<file path="config.mk">
export PLATFORM = sky130hd
export DESIGN_NAME = mode_bank_swap
export DESIGN_NICKNAME = d
export VERILOG_FILES = /design/src/rtl/mbs_pkg.sv /design/src/rtl/mbs_decode.sv /design/src/rtl/mbs_ctrl.sv /design/src/rtl/mbs_bank.sv /design/src/rtl/mode_bank_swap.sv
export SDC_FILE = /design/constraint.sdc
export NUM_CORES = 1
export LEC_CHECK = 0
export BUFFER_PORTS_ARGS = -buffer_cell sky130_fd_sc_hd__buf_2
export CAP_MARGIN = 25
export CORE_MARGIN = 4
export CORE_UTILIZATION = 35
export DETAILED_ROUTE_END_ITERATION = 6
export HOLD_SLACK_MARGIN = 0.06
export SYNTH_ARGS = -nofsm -noshare
export SYNTH_HDL_FRONTEND = slang
export SYNTH_HIERARCHICAL = 1
export SYNTH_SLANG_ARGS = --single-unit
</file>
<file path="constraint.sdc">
create_clock -name clk -period 5.9 [get_ports clk]
set_input_delay 1.18 -clock clk [delete_from_list [all_inputs] [get_ports clk]]
set_output_delay 1.18 -clock clk [all_outputs]
set_load 0.02 [all_outputs]
</file>
<file path="src/rtl/mbs_pkg.sv">
package mbs_pkg;
  localparam int MODE_W    = 5;
  localparam int NUM_BANKS = 5;
  localparam int BANK_W    = $clog2(NUM_BANKS);
  localparam int NUM_REGS  = 3;

  typedef logic [MODE_W-1:0] mode_t;
  typedef logic [BANK_W-1:0] bank_t;

  localparam mode_t MODE_USER  = 5'h10;
  localparam mode_t MODE_SUPER = 5'h1F;
  localparam mode_t MODE_PRIV  = 5'h13;
  localparam mode_t MODE_TRAP  = 5'h17;
  localparam mode_t MODE_EXT   = 5'h1B;
  localparam mode_t MODE_IRQ   = 5'h12;

  typedef struct packed {
    logic  ok;
    bank_t idx;
  } bank_sel_t;
endpackage

</file>
<file path="src/rtl/mbs_decode.sv">
module mbs_decode
  import mbs_pkg::*;
(
  input  mode_t     mode,
  output bank_sel_t sel
);
  always_comb begin
    sel.ok  = 1'b1;
    sel.idx = '0;
    unique case (mode)
      MODE_USER,
      MODE_SUPER: sel.idx = bank_t'(0);
      MODE_PRIV:  sel.idx = bank_t'(1);
      MODE_TRAP:  sel.idx = bank_t'(2);
      MODE_EXT:   sel.idx = bank_t'(3);
      MODE_IRQ:   sel.idx = bank_t'(4);
      default: begin
        sel.ok  = 1'b0;
        sel.idx = '0;
      end
    endcase
  end
endmodule

</file>
<file path="src/rtl/mbs_ctrl.sv">
module mbs_ctrl
  import mbs_pkg::*;
(
  input  logic  clk,
  input  logic  rst,
  input  logic  chg,
  input  mode_t req_mode,
  output mode_t mode_q,
  output logic  err_q,
  output logic  swap,
  output bank_t old_idx,
  output bank_t new_idx,
  output logic  same_bank
);
  bank_sel_t req_sel;
  bank_sel_t cur_sel;

  mbs_decode u_req_dec (.mode(req_mode), .sel(req_sel));
  mbs_decode u_cur_dec (.mode(mode_q),   .sel(cur_sel));

  logic differs;
  logic bad_req;

  assign differs   = (req_mode != mode_q);
  assign bad_req   = chg && !req_sel.ok;
  assign swap      = chg && req_sel.ok && cur_sel.ok && differs;
  assign old_idx   = cur_sel.idx;
  assign new_idx   = req_sel.idx;
  assign same_bank = (cur_sel.idx == req_sel.idx);

  always_ff @(posedge clk) begin
    if (rst) begin
      mode_q <= MODE_PRIV;
      err_q  <= 1'b0;
    end else begin
      err_q <= bad_req;
      if (swap) mode_q <= req_mode;
    end
  end


  ctrl_reset_chk: assert property (@(posedge clk)
    rst |=> (mode_q == MODE_PRIV) && !err_q);


  mode_take_chk: assert property (@(posedge clk) disable iff (rst)
    (chg && req_sel.ok && differs) |=> (mode_q == $past(req_mode)));


  same_mode_chk: assert property (@(posedge clk) disable iff (rst)
    (chg && !differs) |=> $stable(mode_q));


  bad_mode_chk: assert property (@(posedge clk) disable iff (rst)
    (chg && !req_sel.ok) |=> (err_q && $stable(mode_q)));


  err_quiet_chk: assert property (@(posedge clk) disable iff (rst)
    !chg |=> !err_q);
endmodule

</file>
<file path="src/rtl/mbs_bank.sv">
module mbs_bank
  import mbs_pkg::*;
#(
  parameter int DATA_W = 32,
  parameter int BANKS  = NUM_BANKS
) (
  input  logic              clk,
  input  logic              rst,
  input  logic              swap,
  input  bank_t             old_idx,
  input  bank_t             new_idx,
  input  logic              same_bank,
  input  logic              wr_en,
  input  logic [DATA_W-1:0] wr_data,
  output logic [DATA_W-1:0] live_q
);
  logic [DATA_W-1:0] store [BANKS];
  logic [DATA_W-1:0] restore_val;

  assign restore_val = same_bank ? live_q : store[new_idx];

  always_ff @(posedge clk) begin
    if (rst) begin
      for (int b = 0; b < BANKS; b++) store[b] <= '0;
      live_q <= '0;
    end else if (swap) begin
      store[old_idx] <= live_q;
      live_q         <= restore_val;
    end else if (wr_en) begin
      live_q <= wr_data;
    end
  end


  live_reset_chk: assert property (@(posedge clk)
    rst |=> (live_q == '0));


  live_write_chk: assert property (@(posedge clk) disable iff (rst)
    (!swap && wr_en) |=> (live_q == $past(wr_data)));


  shared_bank_chk: assert property (@(posedge clk) disable iff (rst)
    (swap && same_bank) |=> $stable(live_q));


  save_old_chk: assert property (@(posedge clk) disable iff (rst)
    swap |=> (store[$past(old_idx)] == $past(live_q)));
endmodule

</file>
<file path="src/rtl/mode_bank_swap.sv">
module mode_bank_swap
  import mbs_pkg::*;
#(
  parameter int DATA_W = 32
) (
  input  logic              clk,
  input  logic              rst,
  input  logic              mode_chg,
  input  logic [4:0]        mode_req,
  input  logic              gpa_we,
  input  logic [DATA_W-1:0] gpa_wdata,
  input  logic              gpb_we,
  input  logic [DATA_W-1:0] gpb_wdata,
  input  logic              sts_we,
  input  logic [DATA_W-1:0] sts_wdata,
  output logic [DATA_W-1:0] gpa_q,
  output logic [DATA_W-1:0] gpb_q,
  output logic [DATA_W-1:0] sts_q,
  output logic [4:0]        mode_q,
  output logic              mode_err
);
  logic  swap;
  logic  same_bank;
  bank_t old_idx;
  bank_t new_idx;
  mode_t cur_mode;

  logic [NUM_REGS-1:0]             we_vec;
  logic [NUM_REGS-1:0][DATA_W-1:0] wd_vec;
  logic [NUM_REGS-1:0][DATA_W-1:0] q_vec;

  assign we_vec = {sts_we, gpb_we, gpa_we};
  assign wd_vec = {sts_wdata, gpb_wdata, gpa_wdata};

  mbs_ctrl u_ctrl (
    .clk       (clk),
    .rst       (rst),
    .chg       (mode_chg),
    .req_mode  (mode_req),
    .mode_q    (cur_mode),
    .err_q     (mode_err),
    .swap      (swap),
    .old_idx   (old_idx),
    .new_idx   (new_idx),
    .same_bank (same_bank)
  );

  for (genvar g = 0; g < NUM_REGS; g++) begin : g_reg
    mbs_bank #(.DATA_W(DATA_W), .BANKS(NUM_BANKS)) u_bank (
      .clk       (clk),
      .rst       (rst),
      .swap      (swap),
      .old_idx   (old_idx),
      .new_idx   (new_idx),
      .same_bank (same_bank),
      .wr_en     (we_vec[g]),
      .wr_data   (wd_vec[g]),
      .live_q    (q_vec[g])
    );
  end

  assign gpa_q  = q_vec[0];
  assign gpb_q  = q_vec[1];
  assign sts_q  = q_vec[2];
  assign mode_q = cur_mode;
endmodule

</file>
* After elaboration in Yosys (flattened, before gate mapping)
Memory sizes are Yosys's and may differ from the RTL's. Cells that the tools add are included.
Storage, ports and cells: register bits after elaboration 102, RAM bits 480, input bits 107, output and inout port bits 102, word-level logic and storage cells 66, memories 3
Memories:
- g_reg[0].u_bank.store | words 5, bits a word 32, rd ports 1, clocked after memory_dff 0, write ports 5, RTL line mbs_bank.sv:17 | logic [DATA_W-1:0] store [BANKS];
- g_reg[1].u_bank.store | words 5, bits a word 32, rd ports 1, clocked after memory_dff 0, write ports 5, RTL line mbs_bank.sv:17
- g_reg[2].u_bank.store | words 5, bits a word 32, rd ports 1, clocked after memory_dff 0, write ports 5, RTL line mbs_bank.sv:17
Cells by class: equal/unequal tests 15, multiplexer cells 27, reductions and logical operators 16
Operator list (count):
- two-way mux 32 bit | 12
- OR reduction 32 bit | 3
- equality test 5 bit, second input constant | 12
- case mux 3 bit (4 select lines) | 2
- OR reduction 6 bit | 2
- two-way mux 1 bit | 10
- two-way mux 3 bit | 3
- AND reduction 2 bit | 3
- nonzero test 2 bit | 3
- != test 5 bit | 1
- logical AND 1 bit | 4
- equality test 3 bit | 1
- != test 2 bit, second input constant | 1
- zero test 1 bit | 1

* Depth between registers and ports, before layout
depth after elaboration 11, mapped depth 10, depth with buffers taken out 8

* Hierarchy
Netlist, hierarchy kept.
Modules (own cells, without submodules):
- mbs_bank | instances 3, cells each 823, area each 12231.7 um^2
- mbs_ctrl | instances 1, cells each 35, area each 300.3 um^2
- mbs_decode | instances 2, cells each 9, area each 57.6 um^2

* Least setup slack after synthesis
No wires, ideal clock.
kind input to register, start in mode_req[4], end mem g_reg[1].u_bank.store[7][0] (enable), setup time 421 ps, arrival 5156 ps, slack 323 ps, stages on the path 6, path through inv_1 o41ai_1 nand3_1 a31oi_1 nand2_4 nor2_1
RTL lines:
- from (decl) | RTL line mode_bank_swap.sv:9 | input logic [4:0] mode_req,
- to (decl) | RTL line mbs_bank.sv:17

==> metrics.cfg <==
[synthesis]
synth_top_cell_by_area=edfxtp_1
syn_nets=2629
ys_types=35
ys_warn_count=6
syn-cell-area_um2=37100
syn_inst=2522
synth_area_leaders=edfxtp_1 (62%), mux2i_1 (10%), and2_1 (7.9%)
synth-seq-cells=870
synthArstFlopShare=0
ys_seq_area_frac=0.676
ys.flop_type=edfxtp_1
synth_top_area_frac=0.621
syn_area_per_cell_um2=14.7
synth_edf_count=768

[clock_network]
cts.reportedPaths.clkPinSlew_ns=0.06
cts-buffers-inserted=95
post_cts_buffers=0
clock_latency_ns=0.66
cts_buffer_depth=3
clock_tree.root_cell=clkbuf_16
clock_sinks=870
h-tree-depth=3
cts_resized=0
cts_tree=done
cts_hold_buf=0

[timing]
fmax_mhz=232
min_period_ns=4.31
rsz0062_at_grt=false
skew_ns=0.0247
slew_violations=0
tns_ns=0
max-slew-margin-rel=0.282
max_slew.worst_pin.slew_ns=1.08
finalCritPeriodShare=0.730
setup_viol=0
hold_viol_final=0

[place]
gp_congestion=0.739
port_buffers=208
dp_hpwl_um=52800

[drt]
via_per_inst=5.10
wl_um=92200
remaining_drc_errors=0
drt.antenna.violating_nets=0
post_drt_wl_per_cell_um=22.0
dr.pass1.iters=5
drt_iter0_markers=1625
vias=21400

[power]
power_per_cell_area_nw_per_um2=320
p_int_mw=10.6
seq_power_share=0.514
p_sw_mw=3.09
power_leakage_nw=14.8
pwr-share-comb=0.056
vdd_drop_max_uv=249
swShare=0.226
clkPwrFrac=0.430

[run_status]
outcome=completed

[setup_path]
critPathCaptureType=flip-flop
critPathLaunchType=primary input
critPathRequiredTime_ns=6.16
path_max_fanout=32
r2r_start=u_ctrl/mode_q[4]
rrSetupSlack_ns=2.02
r2r_end=g_reg[2].u_bank/store[0][21]
critical_path_arrival_ns=4.57
path_class=in -> reg
r2r.worst_path.cells=8

[worst_hold_path]
min_from=u_ctrl/mode_q[1]
whs_path_depth=2
worst_hold_path.endpoint=u_ctrl/mode_q[1]
hold_path_class=reg -> reg

[floorplan]
dieHeight_um=334
rows=119
core_um2=105000
boundaryPins=209
start_util=0.353
dieArea_um2=111000
die_w_um=334

[global_route]
grt_pass1_vias=21500
grt-ovfl-total=0
globalRouteMet3Util=0.0378
grt_max_degree=129
antenna_found_initial=6
grt_pass1_wl_um=138000
grt_usage=0.162
met2_usage=0.267
grt_use_met1=0.218
grt_most_used_layer=met2

[flow_run]
cap_viol_max_count=0

[cells_and_area]
area_delta_synth_final_pct=15.4
post-route-util=0.407
layout-drive-gt1-share=0.175
nNetsFinal=2822

[synthesized netlist by cell type, types with 3 or more instances]
library cell / number
edfxtp_1: 768
and2_1: 471
mux2i_1: 384
a22oi_1: 288
nand2_1: 114
dfxtp_1: 102
clkbuf_1: 96
o22ai_1: 96
buf_4: 33
buf_6: 27
nor2_1: 23
buf_2: 15
or2_2: 15
and2_2: 12
nor2b_1: 9
clkbuf_2: 6
nand3b_1: 6
nor2_8: 6
nor4_4: 6
xor2_1: 6
inv_1: 5
nor3_1: 4
xnor2_1: 4
a21oi_4: 3
nand2_4: 3
nand2b_4: 3
nand3_1: 3
or3b_4: 3
[state kept, by name (all words and copies together) (netlist names)]
name	flops
g.u_bank/live_q	96
g.u_bank/store	768
u_ctrl/err_q	1
u_ctrl/mode_q	5
[kinds of logic (layout without fill, tap and decap cells)]
family / count (synthesis) / in the layout / synth area share
AOI/OAI and AO/OA: 392 / 392 / 0.0767
xor gates and xnor gates: 10 / 10 / 0.00236
buffers and inverters: 182 / 457 / 0.0279
DFF: 870 / 870 / 0.676
muxes: 384 / 384 / 0.104
other: 0 / 2 / 0
and+or+nand+nor: 684 / 684 / 0.113
[critical path, stage by stage]
cell	delay [ns]
buf_2	0.12
inv_1	0.10
o41ai_1	0.64
nand3_1	0.38
a31oi_4	0.74
buf_4	0.30
nand2b_4	0.11
nor4_4	0.16
or2_2	0.80
[worst max path at each step]
| stage | startpoint | endpoint | slack, ns | cells past startpoint |
|---|---|---|---|---|
| after floorplan | mode_req[4] | g_reg[1].u_bank/store[7][0] | 0.32 | 6 |
| after global placement | mode_req[4] | g_reg[2].u_bank/store[0][14] | 0.97 | 9 |
| after detailed placement | mode_req[4] | g_reg[2].u_bank/store[0][14] | 0.94 | 9 |
| after CTS | mode_req[4] | g_reg[2].u_bank/store[0][21] | 1.62 | 9 |
| after global routing | mode_req[4] | g_reg[2].u_bank/store[0][28] | 1.37 | 9 |
| final | mode_req[4] | g_reg[2].u_bank/store[0][21] | 1.59 | 9 |
[layout make-up]
type                       instances  area [um2]
inverter                           5        18.8
timing repair buffer             273        1660
fill                            9620       62400
multi-input combinational       1470       11200
sequential                       870       25100
tap                             1391        1740
antenna                            2        5.00
clock inverter                    50         498
clock buffer                     129        2620
[cells in the final DEF, fill, tap and decap left out, types with 9 or more instances in the layout]
master,Yosys,routed
edfxtp_1,768,768
and2_1,471,471
mux2i_1,384,384
a22oi_1,288,288
buf_2,15,207
nand2_1,114,114
dfxtp_1,102,102
clkbuf_16,0,98
o22ai_1,96,96
buf_4,33,56
clkbuf_1,96,26
clkinv_1,0,21
or2_2,15,15
clkinv_2,0,12
nor2_4,0,12
and2_2,12,12
nor2b_4,0,9
[metal layers]
metal,part of all wire,vias up
met1,0.44,10800
li1,-,9917
met2,0.47,586
met4,0.017,6
met5,0.00040,-
met3,0.066,110
[metrics by stage]
step / instance area (um2) / hold slack (ns) / power, mW / setup slack, ns / instances
2_1_floorplan: 37100 / 0.589 / 7.60 / 0.323 / 2522
3_3_place_gp: 39600 / 0.566 / 7.94 / 0.974 / 4003
3_5_place_dp: 39600 / 0.555 / 7.96 / 0.944 / 4005
4_1_cts: 42700 / 0.566 / 13.9 / 1.62 / 4184
5_1_grt: 42800 / 0.600 / 14.2 / 1.37 / 4188
6_report: 42800 / 0.565 / 13.7 / 1.59 / 4190
[power by group through the flow]
| stage | Combinational [mW] | Sequential [mW] | Clock [mW] |
|---|---|---|---|
| 2_1_floorplan | 0.436 | 7.16 | 0 |
| 3_3_place_gp | 0.773 | 7.17 | 0 |
| 3_5_place_dp | 0.781 | 7.18 | 0 |
| 4_1_cts | 0.783 | 7.05 | 6.03 |
| 5_1_grt | 0.840 | 7.07 | 6.29 |
| 6_report | 0.775 | 7.04 | 5.90 |
Note: power is estimated with default switching activity, not from simulation.
